**config.mk**
```make
export PLATFORM = sky130hd
export DESIGN_NAME = tri_timer16
export DESIGN_NICKNAME = d
export VERILOG_FILES = /design/src/rtl/tri_timer16.sv
export SDC_FILE = /design/constraint.sdc
export NUM_CORES = 1
export LEC_CHECK = 0
export ABC_AREA = 1
export CORE_MARGIN = 2
export CORE_UTILIZATION = 40
export CTS_CLUSTER_SIZE = 10
export DETAILED_ROUTE_END_ITERATION = 10
export PLACE_DENSITY_LB_ADDON = 0.1
export SETUP_SLACK_MARGIN = 0.15
export SLEW_MARGIN = 20
export SYNTH_ARGS = -nofsm -noshare
export SYNTH_HDL_FRONTEND = slang
export SYNTH_SLANG_ARGS = --single-unit
```
**constraint.sdc**
```tcl
create_clock -name clk -period 7.7 [get_ports clk]
set_input_delay 1.54 -clock clk [delete_from_list [all_inputs] [get_ports clk]]
set_output_delay 1.54 -clock clk [all_outputs]
set_load 0.1 [all_outputs]
```
**src/rtl/tri_timer16.sv**
```systemverilog
module tri_timer16 #(
  parameter int W = 16
) (
  input  logic        clk,
  input  logic        rst_n,
  input  logic        psel,
  input  logic        penable,
  input  logic        pwrite,
  input  logic [6:0]  paddr,
  input  logic [31:0] pwdata,
  output logic [31:0] prdata,
  output logic [2:0]  irq
);
  localparam int NT = 3;
  localparam int PW = 16;

  logic [4:0]   clkc [NT];
  logic [2:0]   ctl  [NT];
  logic [W-1:0] cnt  [NT];
  logic [W-1:0] ivl  [NT];
  logic [W-1:0] mat  [NT][3];
  logic [4:0]   isr  [NT];
  logic [4:0]   ier  [NT];
  logic [PW-1:0] pc  [NT];

  logic [NT-1:0] run, tick, wk;
  logic [W-1:0]  nxt [NT];
  logic [4:0]    ev  [NT];

  logic       wr_en;
  logic [4:0] widx;
  logic [3:0] grp;
  logic [1:0] sel;

  assign wr_en = psel & penable & pwrite;
  assign widx  = paddr[6:2];
  assign grp   = 4'(widx / 5'd3);
  assign sel   = 2'(widx % 5'd3);

  always_comb begin
    logic [PW-1:0] m;
    logic hit;
    for (int k = 0; k < NT; k++) begin
      wk[k]   = wr_en && (sel == 2'(k));
      m       = {PW{1'b1}} >> (4'd15 - clkc[k][4:1]);
      run[k]  = !ctl[k][0];
      tick[k] = run[k] && (!clkc[k][0] || ((pc[k] & m) == m));
      hit     = ctl[k][1] && (cnt[k] == ivl[k]);
      nxt[k]  = hit ? '0 : cnt[k] + 1'b1;
      ev[k][0] = tick[k] && hit;
      ev[k][4] = tick[k] && !ctl[k][1] && (&cnt[k]);
      for (int n = 0; n < 3; n++)
        ev[k][n+1] = tick[k] && (nxt[k] == mat[k][n]);
      irq[k]  = |(isr[k] & ier[k]);
    end
  end

  always_ff @(posedge clk or negedge rst_n) begin
    if (!rst_n) begin
      for (int k = 0; k < NT; k++) begin
        clkc[k] <= '0;
        ctl[k]  <= 3'b001;
        cnt[k]  <= '0;
        ivl[k]  <= '0;
        isr[k]  <= '0;
        ier[k]  <= '0;
        pc[k]   <= '0;
        for (int n = 0; n < 3; n++) mat[k][n] <= '0;
      end
    end else begin
      for (int k = 0; k < NT; k++) begin
        if (wk[k] && grp == 4'd0) clkc[k] <= pwdata[4:0];
        if (wk[k] && grp == 4'd1) ctl[k] <= {pwdata[5], pwdata[1], pwdata[0]};
        if (wk[k] && grp == 4'd3) ivl[k] <= pwdata[W-1:0];
        for (int n = 0; n < 3; n++)
          if (wk[k] && grp == 4'(4 + n)) mat[k][n] <= pwdata[W-1:0];
        if (wk[k] && grp == 4'd8) ier[k] <= pwdata[4:0];
        isr[k] <= (isr[k] & ~((wk[k] && grp == 4'd7) ? pwdata[4:0] : 5'd0)) | ev[k];
        if (wk[k] && grp == 4'd1 && pwdata[4]) begin
          cnt[k] <= '0;
          pc[k]  <= '0;
        end else if (run[k]) begin
          pc[k] <= pc[k] + 1'b1;
          if (tick[k]) cnt[k] <= nxt[k];
        end
      end
    end
  end

  always_comb begin
    prdata = '0;
    if (psel && sel != 2'd3) begin
      case (grp)
        4'd0: prdata = 32'(clkc[sel]);
        4'd1: prdata = {26'd0, ctl[sel][2], 3'b000, ctl[sel][1], ctl[sel][0]};
        4'd2: prdata = 32'(cnt[sel]);
        4'd3: prdata = 32'(ivl[sel]);
        4'd4: prdata = 32'(mat[sel][0]);
        4'd5: prdata = 32'(mat[sel][1]);
        4'd6: prdata = 32'(mat[sel][2]);
        4'd7: prdata = 32'(isr[sel]);
        4'd8: prdata = 32'(ier[sel]);
        default: prdata = '0;
      endcase
    end
  end
endmodule

```
**After elaboration in Yosys (flattened, before gate mapping)**

Index checks and enable logic that the tools add are counted.

- Div/mod/pow operators: 2
- Magnitude comparators: 1
- Shift-type cells: 3
- Add/subtract/negate cells: 9
- Reductions and logical operators: 81
- Muxes and demuxes: 44
- Bitwise logic cells: 18
- Equal/unequal tests: 29

Operators by type and width:

| operator | count |
|---|---|
| 16-bit two-way mux | 22 |
| 16-bit equality test | 15 |
| 16-bit case mux with 9 select lines | 1 |
| 16-bit by 1-bit adder with 16-bit output, second input constant | 6 |
| 48-bit binary-select mux with 2-bit select | 1 |
| 48-bit two-way mux | 2 |
| 16-bit binary-select mux with 2-bit select | 2 |
| 1-bit logical AND | 55 |
| 16-bit AND | 3 |
| 16-bit AND reduction | 3 |
| 16-bit by 4-bit right shift with 16-bit output, first input constant | 3 |
| 5-bit two-way mux | 9 |
| 32-bit two-way mux | 1 |
| 5-bit AND | 6 |
| 5-bit binary-select mux with 2-bit select | 3 |
| 4-bit by 3-bit equality test with 1-bit output, second input constant | 4 |
| 5-bit NOT | 3 |
| 5-bit bitwise OR | 3 |
| 5-bit OR reduction | 3 |
| 4-bit subtractor, first input constant | 3 |
| 1-bit logical NOT | 9 |
| 4-bit by 2-bit equality test with 1-bit output, second input constant | 2 |
| 3-bit binary-select mux with 2-bit select | 1 |
| 3-bit two-way mux | 2 |
| other kinds (16) | 25 |

- Flip-flop bits (word level): 342
- Word-level logic and storage cells: 217
- Input bits: 44
- Output and inout bits: 35

**Longest topological paths before layout**

Gate-level depths: netlist of the first run.

- Word-level depth: 9
- Gate-level depth with buffers: 28
- Gate-level depth less buffers: 27

**Least setup slack after synthesis of the first run**

Ideal clock, no wire load.

- Path kind: input port to output port
- From: input port paddr[5]
- To: output port prdata[5]
- Required time: 6.160 ns
- Setup slack: 0.755 ns
- Path buffers: 3
- Arrival: 5.405 ns
- Stages: 19
- Path through: clkbuf_1 -> ha_1 -> or2_2 -> a21boi_1 -> mux2i_2 -> nand2b_1 -> nand2_2 -> ha_1 -> inv_1 -> nand2_1 -> inv_2 -> nand4_1 -> nand2_4 -> buf_4 -> buf_4 -> nor2_1 -> o21ai_0 -> nor2_1 -> a21oi_1

- Cells in the longest elaborated chain, start to end: 7
- Elaborated cells on any way between the ends: 28
- Those cells by class: div: 2; eq/ne: 9; mux: 14; bitwise: 1; reduce/logical: 2

RTL lines:

| element | RTL line | source |
|---|---|---|
| start: declaration | 9 | `input logic [6:0] paddr,` |
| 5-bit by 2-bit modulo with 5-bit output | 38 | `assign sel = 2'(widx % 5'd3);` |
| 2-bit NOT with 3-bit output (implied by the code) | -- |  |
| 48-bit binary-select mux with 2-bit select, or another cell as far along | 98, 99, 100 |  |
| 48-bit two-way mux (implied by the code), or another cell as far along | 100 | `4'd6: prdata = 32'(mat[sel][2]);` |
| 48-bit two-way mux (implied by the code), or another cell as far along | 99 | `4'd5: prdata = 32'(mat[sel][1]);` |
| 16-bit case mux with 9 select lines | 93 | `case (grp)` |
| 32-bit two-way mux (*) | 92 | `if (psel && sel != 2'd3) begin` |
| end: declaration | 11 | `output logic [31:0] prdata,` |

Every way passes the cells marked *; elsewhere a longest branch is shown, timed or not. The select of a mux whose other input is x is not followed.

**Worst setup path after layout of the first run**

- From: input port paddr[2]
- To: output port prdata[5]

Same word-level chain as after synthesis.

==> results.toml, run 1 <==
[status]
outcome = "completed"

[finish]
finalNetCount = 2962
final.fill_count = 5325
syn2layout_area_growth_pct = 11.7
finalInstanceArea_um2 = 23800
post_route_cells_drive_above_1_share_pct = 9.41
final_core_utilization_pct = 45.2
antennaDiodeCount = 0

[setup_path]
critical_path_peak_fanout = 11
timing.setup.critical_path_class = "primary input to output port"
timing.critical_path.slowest_stage_cell = "clkdlybuf4s50_1"
reg2reg_setup_slack_ps = 3910
cp-startpoint = "paddr[2]"
startpoint_type = "primary input"
arrival_time_worst_endpoint_ps = 5700
cpMostUsedCell = "nand2_1"
critPathCaptureType = "output port"
reg_to_reg_critical_path_startpoint = "cnt[21]$_DFFE_PN0P_"
cpPeakStageDelay_ps = 560
cp_data_required_time_ps = 6160

[timing]
slew_headroom_pct = 31.8
hold_slack_ps = 465
grt_setup_unrepaired = "yes"
clock_skew_ps = 12.3
layout_min_cycle_time_ps = 7240
final-setup-viol-count = 0
fin_setup_tns_ps = 0
timing.fmax_mhz = 138
worstMarginPinSlew_ps = 1020
maxSlewViolCount = 0
final-hold-violation-count = 0
final.period_utilization_pct = 94.0

[synth]
synth_cells = 2895
synth.cell_area_um2 = 21300
synth.ff_latch_count = 342
main_combinational_cell_family_by_area_after_synthesis = "simple AND/OR/NAND/NOR gates"
synth-xor-area-share_pct = 6.37
synth_sequential_area_ratio_pct = 40.2
synth.lib_cells_used.distinct = 55
yosysWarningCount = 0
synth_compound_area_share_pct = 15.0
synth_top_area_cell = "dfrtp_1"
syn_avg_cell_area_um2 = 7.37
synth-adder-area-share_pct = 0.528
yosys.area.top_type_share_pct = 39.8
portion_of_netlist_area_occupied_by_mux_cells_pct = 0.0645
yosys.area_share.simple_pct = 26.9
ys_top_cells_by_area = "dfrtp_1, nand2_1, o21ai_0"

[routing]
first_drt_iteration_drcs = 1642
finalWirelength_um = 71200
antenna_left = 0
route.vias.total = 19400
remaining_drc_errors = 0
first_pass_iters = 6
drt-vias-per-instance = 5.36
wire_per_inst_um = 19.7

[placed_design]
dpl-instance-area_um2 = 22500
dp_hpwl_um = 51000
count_of_buffers_inserted_at_the_top_level_ports = 44
routabilityCongestion = 0.914

[clocking]
clk_transition_reported_paths_ps = 60
cts-htree-levels = 2
cts_bufs_inserted = 43
ctsHoldBuffers = 0
tritoncts = "done"
ctsLongestPathBuffers = 3
clk_root_buffer_cell = "clkbuf_16"
clk_latency_ps = 570
clock_sink_count = 342

[global_route]
grt_start_max_net_pins = 120
grt.total_usage_pct = 25.6
globalRouteOverflowTotal = 0
grt_pass1_vias = 18600
antenna_found_initial = 0
global_route_wire_length_before_repair_um = 111000

[power_and_ir_drop]
power.density_cell_area_nw_per_um2 = 316
power_leakage_uw = 0.0113
power_uw = 7530
vdd.ir_drop.worst_v = 0.000169

[job]
timing.max_cap.violations = 0

[floorplan]
coreArea_um2 = 52700
boundaryPins = 79
die_w_um = 235
die_footprint_um2 = 55200
placement_rows = 84
die_height_um = 235
floorplan.initialDensity_pct = 40.5

[min_path]
beginning_of_the_worst_hold_path = "ctl[4]$_DFFE_PN0N_"
hold_path_class = "flop to flop"
[placed cells by master (no fill, tap or decap), drive strengths merged, types with 22 or more instances in the layout]
cell | synthesis | layout
o211ai | 87 | 87
nor3 | 52 | 52
nand3 | 168 | 168
dfrtp | 339 | 339
inv | 419 | 419
o21ai | 373 | 373
buf | 84 | 59
xor2 | 127 | 127
clkbuf | 47 | 64
or2 | 22 | 22
nor2 | 239 | 239
nand4 | 51 | 51
a21oi | 31 | 31
nand2 | 720 | 720
xnor2 | 28 | 28
clkdlybuf4s50 | 0 | 27
[synthesized netlist by cell type (all sizes together)]
cell         number
dlygate4sd3       1
or2              22
a21boi            1
o2111ai           2
nor3             52
a31o              1
nand3           168
a21oi            31
a211oi            1
nand4            51
clkbuf           47
nor2            239
o221ai            4
a22oi             2
dfstp             3
xor2            127
xnor2            28
nand3b           17
o21bai            3
a31oi             4
nand2b            1
o31ai             7
nor3b             4
nor4             18
clkinv            3
inv             419
ha                9
conb              1
nand2           720
o22ai            19
mux2i             1
o41ai             2
o21ai           373
buf              84
dfrtp           339
o211ai           87
a221oi            4
[critical path, delay by kind of cell]
kind | cells | cell delay (ps)
adders and majority gates | 1 | 180
AOI/OAI and AO/OA | 2 | 280
and+or+nand+nor | 17 | 2310
buffers and inverters | 6 | 1360
[power breakdown]
group	leakage (uW)	internal [uW]	total, uW	switching [uW]
registers	0.00434	2190	2650	463
clock network	0.000645	1160	1950	798
logic	0.00635	1020	2920	1910
total	0.0113	4370	7530	3170
[routing by layer]
| layer | part of all wire [%] | vias up | track usage [%] |
|---|---|---|---|
| met1 | 46 | 9363 | 35.6 |
| met3 | 4.8 | 120 | 2.49 |
| met5 | 0 | - | 0 |
| met4 | 2.9 | 0 | 8.00 |
| met2 | 47 | 589 | 42.1 |
| li1 | - | 9325 | - |
[cell families after synthesis]
kind of cell    after synthesis
simple gates               1292
buf+inv                     554
compound gates              541
flops                       342
xor+xnor                    155
fa+ha+maj                     9
other cells                   1
mux                           1
[per-stage QoR]
stage / worst slack (ps) / cells
CTS: 373 / 3618
finish: 463 / 3620
floorplan: 755 / 2910
detailed placement: 396 / 3550
global placement: 494 / 3550
global route: 155 / 3620
[layout make-up]
class                      instances  area, um^2  share of cell area, %
clock inverter                     4        45.0                  0.189
multi-input combinational       2014       10500                   44.1
clock buffer                      64        1270                   5.32
timing repair buffer              86         983                   4.13
sequential                       342        8560                   36.0
tap                              688         861                   3.62
inverter                         422        1590                   6.67
[path summary, 6_finish.rpt]
| check | end | cells after the start |
|---|---|---|
| max in group asynchronous | cnt[20]$_DFFE_PN0P_ | 2 |
| min reg2reg | isr[9]$_DFF_PN0_ | 1 |
| min in group asynchronous | mat[139]$_DFFE_PN0P_ | 1 |
| max | prdata[5] | 26 |
| min | isr[9]$_DFF_PN0_ | 1 |
| max reg2reg | isr[6]$_DFF_PN0_ | 13 |
[registers in the layout (all words and copies together) (netlist names)]
signal  count
mat       144
cnt        48
ivl        48
pc         48
clkc       15
ier        15
isr        15
ctl         9
[what timing repair did]
action                     CTS  global route
hold endpoints to repair     0             0
buffers inserted             0             2
resized for setup            0             7
setup endpoints to repair    0            13
Note: power is estimated with default switching activity, not from simulation.
==> run 2: changes to the inputs <==
==> constraint.sdc (replaced) <==
create_clock -name clk -period 7.7 [get_ports clk]
set_input_delay 1.925 -clock clk [delete_from_list [all_inputs] [get_ports clk]]
set_output_delay 1.925 -clock clk [all_outputs]
set_load 0.1 [all_outputs]
==> run 2 against run 1 <==
Against the previous run: clock-buffer cell count rose by 1; cell count rose by 0.83%; via count rose by 0.13%; sequential power hardly changed; total power is 1.7% higher; worst hold slack got worse by 2.1 ps; non-clock buffer count grew 24; critical path type unchanged.
==> results.toml, run 2 (same netlist as run 1, synthesis figures left out) <==
[timing]
grt_setup_unrepaired = "no"
final-hold-violation-count = 0
clock_skew_ps = 13.1
fin_setup_tns_ps = 0
worstMarginPinSlew_ps = 1170
hold_slack_ps = 463
timing.fmax_mhz = 136
layout_min_cycle_time_ps = 7350
final-setup-viol-count = 0
slew_headroom_pct = 22.0
maxSlewViolCount = 0
final.period_utilization_pct = 95.5

[setup_path]
reg2reg_setup_slack_ps = 3470
critPathCaptureType = "output port"
arrival_time_worst_endpoint_ps = 5430
reg_to_reg_critical_path_startpoint = "cnt[33]$_DFFE_PN0P_"
cp-startpoint = "paddr[2]"
cp_data_required_time_ps = 5780
crit-reg2reg-capture = "isr[13]$_DFF_PN0_"
startpoint_type = "primary input"
r2r_cells = 12
critical_path_peak_fanout = 15
timing.setup.critical_path_class = "primary input to output port"

[job]
timing.max_cap.violations = 0

[floorplan]
boundaryPins = 79
die_footprint_um2 = 55200
floorplan.initialDensity_pct = 40.5
die_w_um = 235
placement_rows = 84
coreArea_um2 = 52700
die_height_um = 235

[finish]
largest_reg_flops = 144
layout_commonest_cell = "nand2_1"
finalInstanceArea_um2 = 24300
finalNetCount = 2988
antennaDiodeCount = 0
post_route_cells_drive_above_1_share_pct = 11.0
syn2layout_area_growth_pct = 14.1
top_register = "mat"
final_cell_mix = "nand2_1, inv_1, dfrtp_1, o21ai_0, nor2_1"

[min_path]
hold_path_class = "flop to flop"
beginning_of_the_worst_hold_path = "ctl[4]$_DFFE_PN0N_"
hold_end = "isr[9]$_DFF_PN0_"
min_delay_path_depth = 1

[clocking]
clk_transition_reported_paths_ps = 60
clock_sink_count = 342
tritoncts = "done"
cts-htree-levels = 2
clk_root_buffer_cell = "clkbuf_16"
clk_latency_ps = 590
cts_bufs_inserted = 44
ctsLongestPathBuffers = 3

[routing]
antenna_left = 0
remaining_drc_errors = 0
route.vias.total = 19400
first_pass_iters = 5
finalWirelength_um = 71700
wire_per_inst_um = 19.6
drt-vias-per-instance = 5.32
first_drt_iteration_drcs = 1611

[power_and_ir_drop]
vdd.ir_drop.worst_v = 0.000164
power_uw = 7660
p_sw_uw = 3240
p_int_uw = 4430
p_comb_share_pct = 39.5
switching_share_pct = 42.2
share_clk_of_total_power_pct = 26.0
power.density_cell_area_nw_per_um2 = 315
power_leakage_uw = 0.0116
sequentialPowerShare_pct = 34.5

[global_route]
globalRouteOverflowTotal = 0
antenna_found_initial = 0
grt_start_max_net_pins = 162
grt_pass1_vias = 18800
global_route_wire_length_before_repair_um = 110000
grt.total_usage_pct = 25.7

[placed_design]
dpl-instance-area_um2 = 22600
routabilityCongestion = 0.884
dp_hpwl_um = 49500
count_of_buffers_inserted_at_the_top_level_ports = 44

[status]
outcome = "completed"
==> run 2: cell types whose count changed in the layout (fill, tap and decap cells not counted), moves of 3 or more <==
| cell | before | now |
|---|---|---|
| buf_4 | 37 | 45 |
| nor2_2 | 5 | 13 |
| nor3_1 | 50 | 47 |
| nand2_4 | 5 | 8 |
| nor3_2 | 0 | 3 |
| dlymetal6s2s_1 | 0 | 3 |
| clkbuf_8 | 7 | 10 |
| buf_12 | 21 | 29 |
| buf_6 | 0 | 4 |
| clkinv_2 | 3 | 7 |
| a21oi_4 | 0 | 3 |
| clkdlybuf4s50_1 | 27 | 24 |
| nor2_1 | 223 | 214 |
==> run 2: critical path, stage by stage <==
cell	delay, ps
clkdlybuf4s50_1	440
nor2_1	130
nand3_2	130
nand2_4	110
nand2_1	60
nand3_2	90
nand2_2	80
nand2_2	90
nand2_1	80
nand3_1	110
nand2_2	80
ha_1	180
inv_1	50
nand2_1	80
inv_4	110
buf_12	110
nand3_4	140
nand2_8	220
buf_6	200
o21ai_1	90
nor2_2	140
buf_12	170
nand2_1	180
a21oi_4	230
buf_12	200
==> run 2: what timing repair did <==
item | CTS | global route
endpoints found under the setup margin | 14 | 16
hold buffers | 0 | 0
endpoints found under the hold margin | 0 | 0
cloned | 1 | 3
pin swaps | 4 | 7
gates resized for setup | 16 | 26
setup buffers | 5 | 9
==> run 2: worst max-delay path by stage <==
| stage | to | slack (ps) | cells past startpoint |
|---|---|---|---|
| floorplan | prdata[10] | 160 | 21 |
| global placement | prdata[5] | 110 | 25 |
| detailed placement | prdata[6] | 20 | 26 |
| CTS | prdata[6] | 140 | 27 |
| global route | prdata[5] | 130 | 25 |
| finish | prdata[5] | 350 | 25 |
==> run 2: cell type report <==
| class | count | area, um^2 |
|---|---|---|
| Fill cell | 5253 | 28300 |
| Multi-Input combinational cell | 2015 | 10600 |
| Clock buffer | 65 | 1300 |
| Sequential cell | 342 | 8560 |
| Timing Repair Buffer | 110 | 1360 |
| Clock inverter | 8 | 47.5 |
| Tap cell | 688 | 861 |
| Inverter | 422 | 1590 |
==> run 2: per-stage QoR <==
step	std cells	setup WS, ps	utilization (%)
2_1_floorplan	2910	159	-
3_3_place_gp	3559	110	42.9
3_5_place_dp	3559	15.2	42.9
4_1_cts	3638	136	45.7
5_1_grt	3650	126	46.2
6_report	3650	349	46.2
==> run 2: layer usage <==
metal | part of all wire, % | track usage [%] | up-vias
li1 | - | - | 9392
met1 | 45 | 35.4 | 9298
met2 | 45 | 41.3 | 617
met3 | 6.0 | 3.29 | 116
met4 | 3.3 | 9.32 | 0
met5 | 0 | 0 | -
==> run 2: power groups by stage <==
stage	Clock (uW)	Sequential, uW	Combinational (uW)
6_report	1990	2640	3030
5_1_grt	2110	2700	3360
4_1_cts	2040	2640	2970
3_5_place_dp	0	2660	2920
3_3_place_gp	0	2650	2880
2_1_floorplan	0	2510	2170
==> run 3: changes to the inputs <==
--- a/config.mk
+++ b/config.mk
@@ -8,6 +8,7 @@
 export ABC_AREA = 1
 export CORE_MARGIN = 2
 export CORE_UTILIZATION = 40
+export CTS_BUF_LIST = sky130_fd_sc_hd__clkbuf_8
 export CTS_CLUSTER_SIZE = 10
 export DETAILED_ROUTE_END_ITERATION = 10
 export PLACE_DENSITY_LB_ADDON = 0.1
==> run 3 against run 2 <==
Against the previous run: wire length is 0.95% higher; largest cell class unchanged; global-route usage up 0.082 points; clock power shrank 8%; non-clock buffer count increased by 4; critical path depth unchanged; setup slack improved by 38 ps.
==> results.toml, run 3 (same netlist as run 1, synthesis figures left out) <==
[floorplan]
coreArea_um2 = 52700
boundaryPins = 79
die_height_um = 235
placement_rows = 84
die_footprint_um2 = 55200
die_w_um = 235
floorplan.initialDensity_pct = 40.5

[clocking]
tritoncts = "done"
ctsHoldBuffers = 0
clk_latency_ps = 660
clk_transition_reported_paths_ps = 60
clk_root_buffer_cell = "clkbuf_8"
ctsLongestPathBuffers = 3
clock_sink_count = 342
cts-htree-levels = 3
cts_bufs_inserted = 69

[routing]
first_pass_iters = 6
antenna_left = 0
first_drt_iteration_drcs = 1537
wire_per_inst_um = 19.6
remaining_drc_errors = 0
route.vias.total = 19600
drt-vias-per-instance = 5.31
finalWirelength_um = 72400

[setup_path]
cp_data_required_time_ps = 5780
critPathCaptureType = "output port"
critical-path-top-delay-family = "simple AND/OR/NAND/NOR gates"
timing.setup.critical_path_class = "primary input to output port"
startpoint_type = "primary input"
timing.critical_path.slowest_stage_cell = "clkdlybuf4s50_1"
critical_path_peak_fanout = 15
cpPeakStageDelay_ps = 440
cpMostUsedCell = "nand2_1"
worstPathBufferInverterCount = 7
arrival_time_worst_endpoint_ps = 5390

[job]
timing.max_cap.violations = 0

[global_route]
grt.total_usage_pct = 25.7
grt_pass1_vias = 18900
globalRouteOverflowTotal = 0
global_route_wire_length_before_repair_um = 111000
grt_start_max_net_pins = 162
antenna_found_initial = 0

[min_path]
hold_path_class = "flop to flop"

[finish]
top_register = "mat"
final.fill_count = 5295
largest_reg_flops = 144
syn2layout_area_growth_pct = 14.0
multi_input_comb_area_um2 = 10600
post_route_cells_drive_above_1_share_pct = 12.1
finalNetCount = 3017
layout_commonest_cell = "nand2_1"
final_core_utilization_pct = 46.2
final_cell_mix = "nand2_1, inv_1, dfrtp_1, o21ai_0, nor2_1"
sequential_cell_area_um2 = 8560

[timing]
grt_setup_unrepaired = "no"
final-hold-violation-count = 0
worstMarginPinSlew_ps = 1160
layout_min_cycle_time_ps = 7310
timing.fmax_mhz = 137
fin_setup_tns_ps = 0
final-setup-viol-count = 0
clock_skew_ps = 28.6
slew_headroom_pct = 22.7
final.period_utilization_pct = 95.0
maxSlewViolCount = 0

[power_and_ir_drop]
power.density_cell_area_nw_per_um2 = 309
vdd.ir_drop.worst_v = 0.000136
power_leakage_uw = 0.0117

[placed_design]
count_of_buffers_inserted_at_the_top_level_ports = 44
dp_hpwl_um = 49500
routabilityCongestion = 0.884

[status]
outcome = "completed"
==> run 3: path summary, 6_finish.rpt <==
kind	to	slack [ps]	startpoint	depth (start not counted)
min in group asynchronous	mat[91]$_DFFE_PN0P_	1310	rst_n	1
setup reg to reg	isr[13]$_DFF_PN0_	3480	cnt[37]$_DFFE_PN0P_	11
max in group asynchronous	pc[24]$_DFFE_PN0P_	4900	rst_n	2
hold / removal	isr[9]$_DFF_PN0_	470	ctl[4]$_DFFE_PN0N_	1
hold reg to reg	isr[9]$_DFF_PN0_	470	ctl[4]$_DFFE_PN0N_	1
setup / recovery	prdata[5]	390	paddr[3]	25
==> run 3: where the power goes <==
part	total, uW	leakage (uW)	switching, uW	internal (uW)
Sequential	2640	0.00434	452	2190
Combinational	3040	0.00657	1960	1080
Clock	1830	0.000745	847	982
Total	7510	0.0117	3260	4260
==> run 3: through the flow <==
stage | std cells | cell area [um^2] | hold slack, ps | power [uW] | setup WS (ps)
after floorplan | 2910 | 21400 | 429 | 4690 | 159
after global placement | 3559 | 22600 | 448 | 5530 | 110
after detailed placement | 3559 | 22600 | 454 | 5590 | 15.2
after CTS | 3680 | 24000 | 471 | 7480 | 136
after global routing | 3696 | 24300 | 499 | 8030 | 138
final | 3697 | 24300 | 470 | 7510 | 387
==> run 3: layout make-up <==
cell class,count,share of cell area [%]
timing repair buffer,114,5.70
inverter,422,6.55
multi-input combinational,2015,43.6
clock buffer,81,4.59
tap,688,3.54
sequential,342,35.2
antenna,1,0.0103
clock inverter,34,0.741
==> run 3: repair_timing <==
action                     in CTS  in global routing
buffers inserted                5                 13
cloned                          1                  3
resized for setup              16                 29
pin swaps                       4                 10
setup endpoints to repair      14                 16
==> run 3: metal layers <==
layer / GRT usage, % / part of all wire (%) / up-vias / wire, um
li1: - / - / 9457 / -
met1: 35.0 / 45 / 9464 / 32900
met2: 41.0 / 45 / 578 / 32700
met3: 4.57 / 5.9 / 143 / 4280
met4: 9.55 / 3.4 / 0 / 2460
met5: 0 / 0 / - / 0
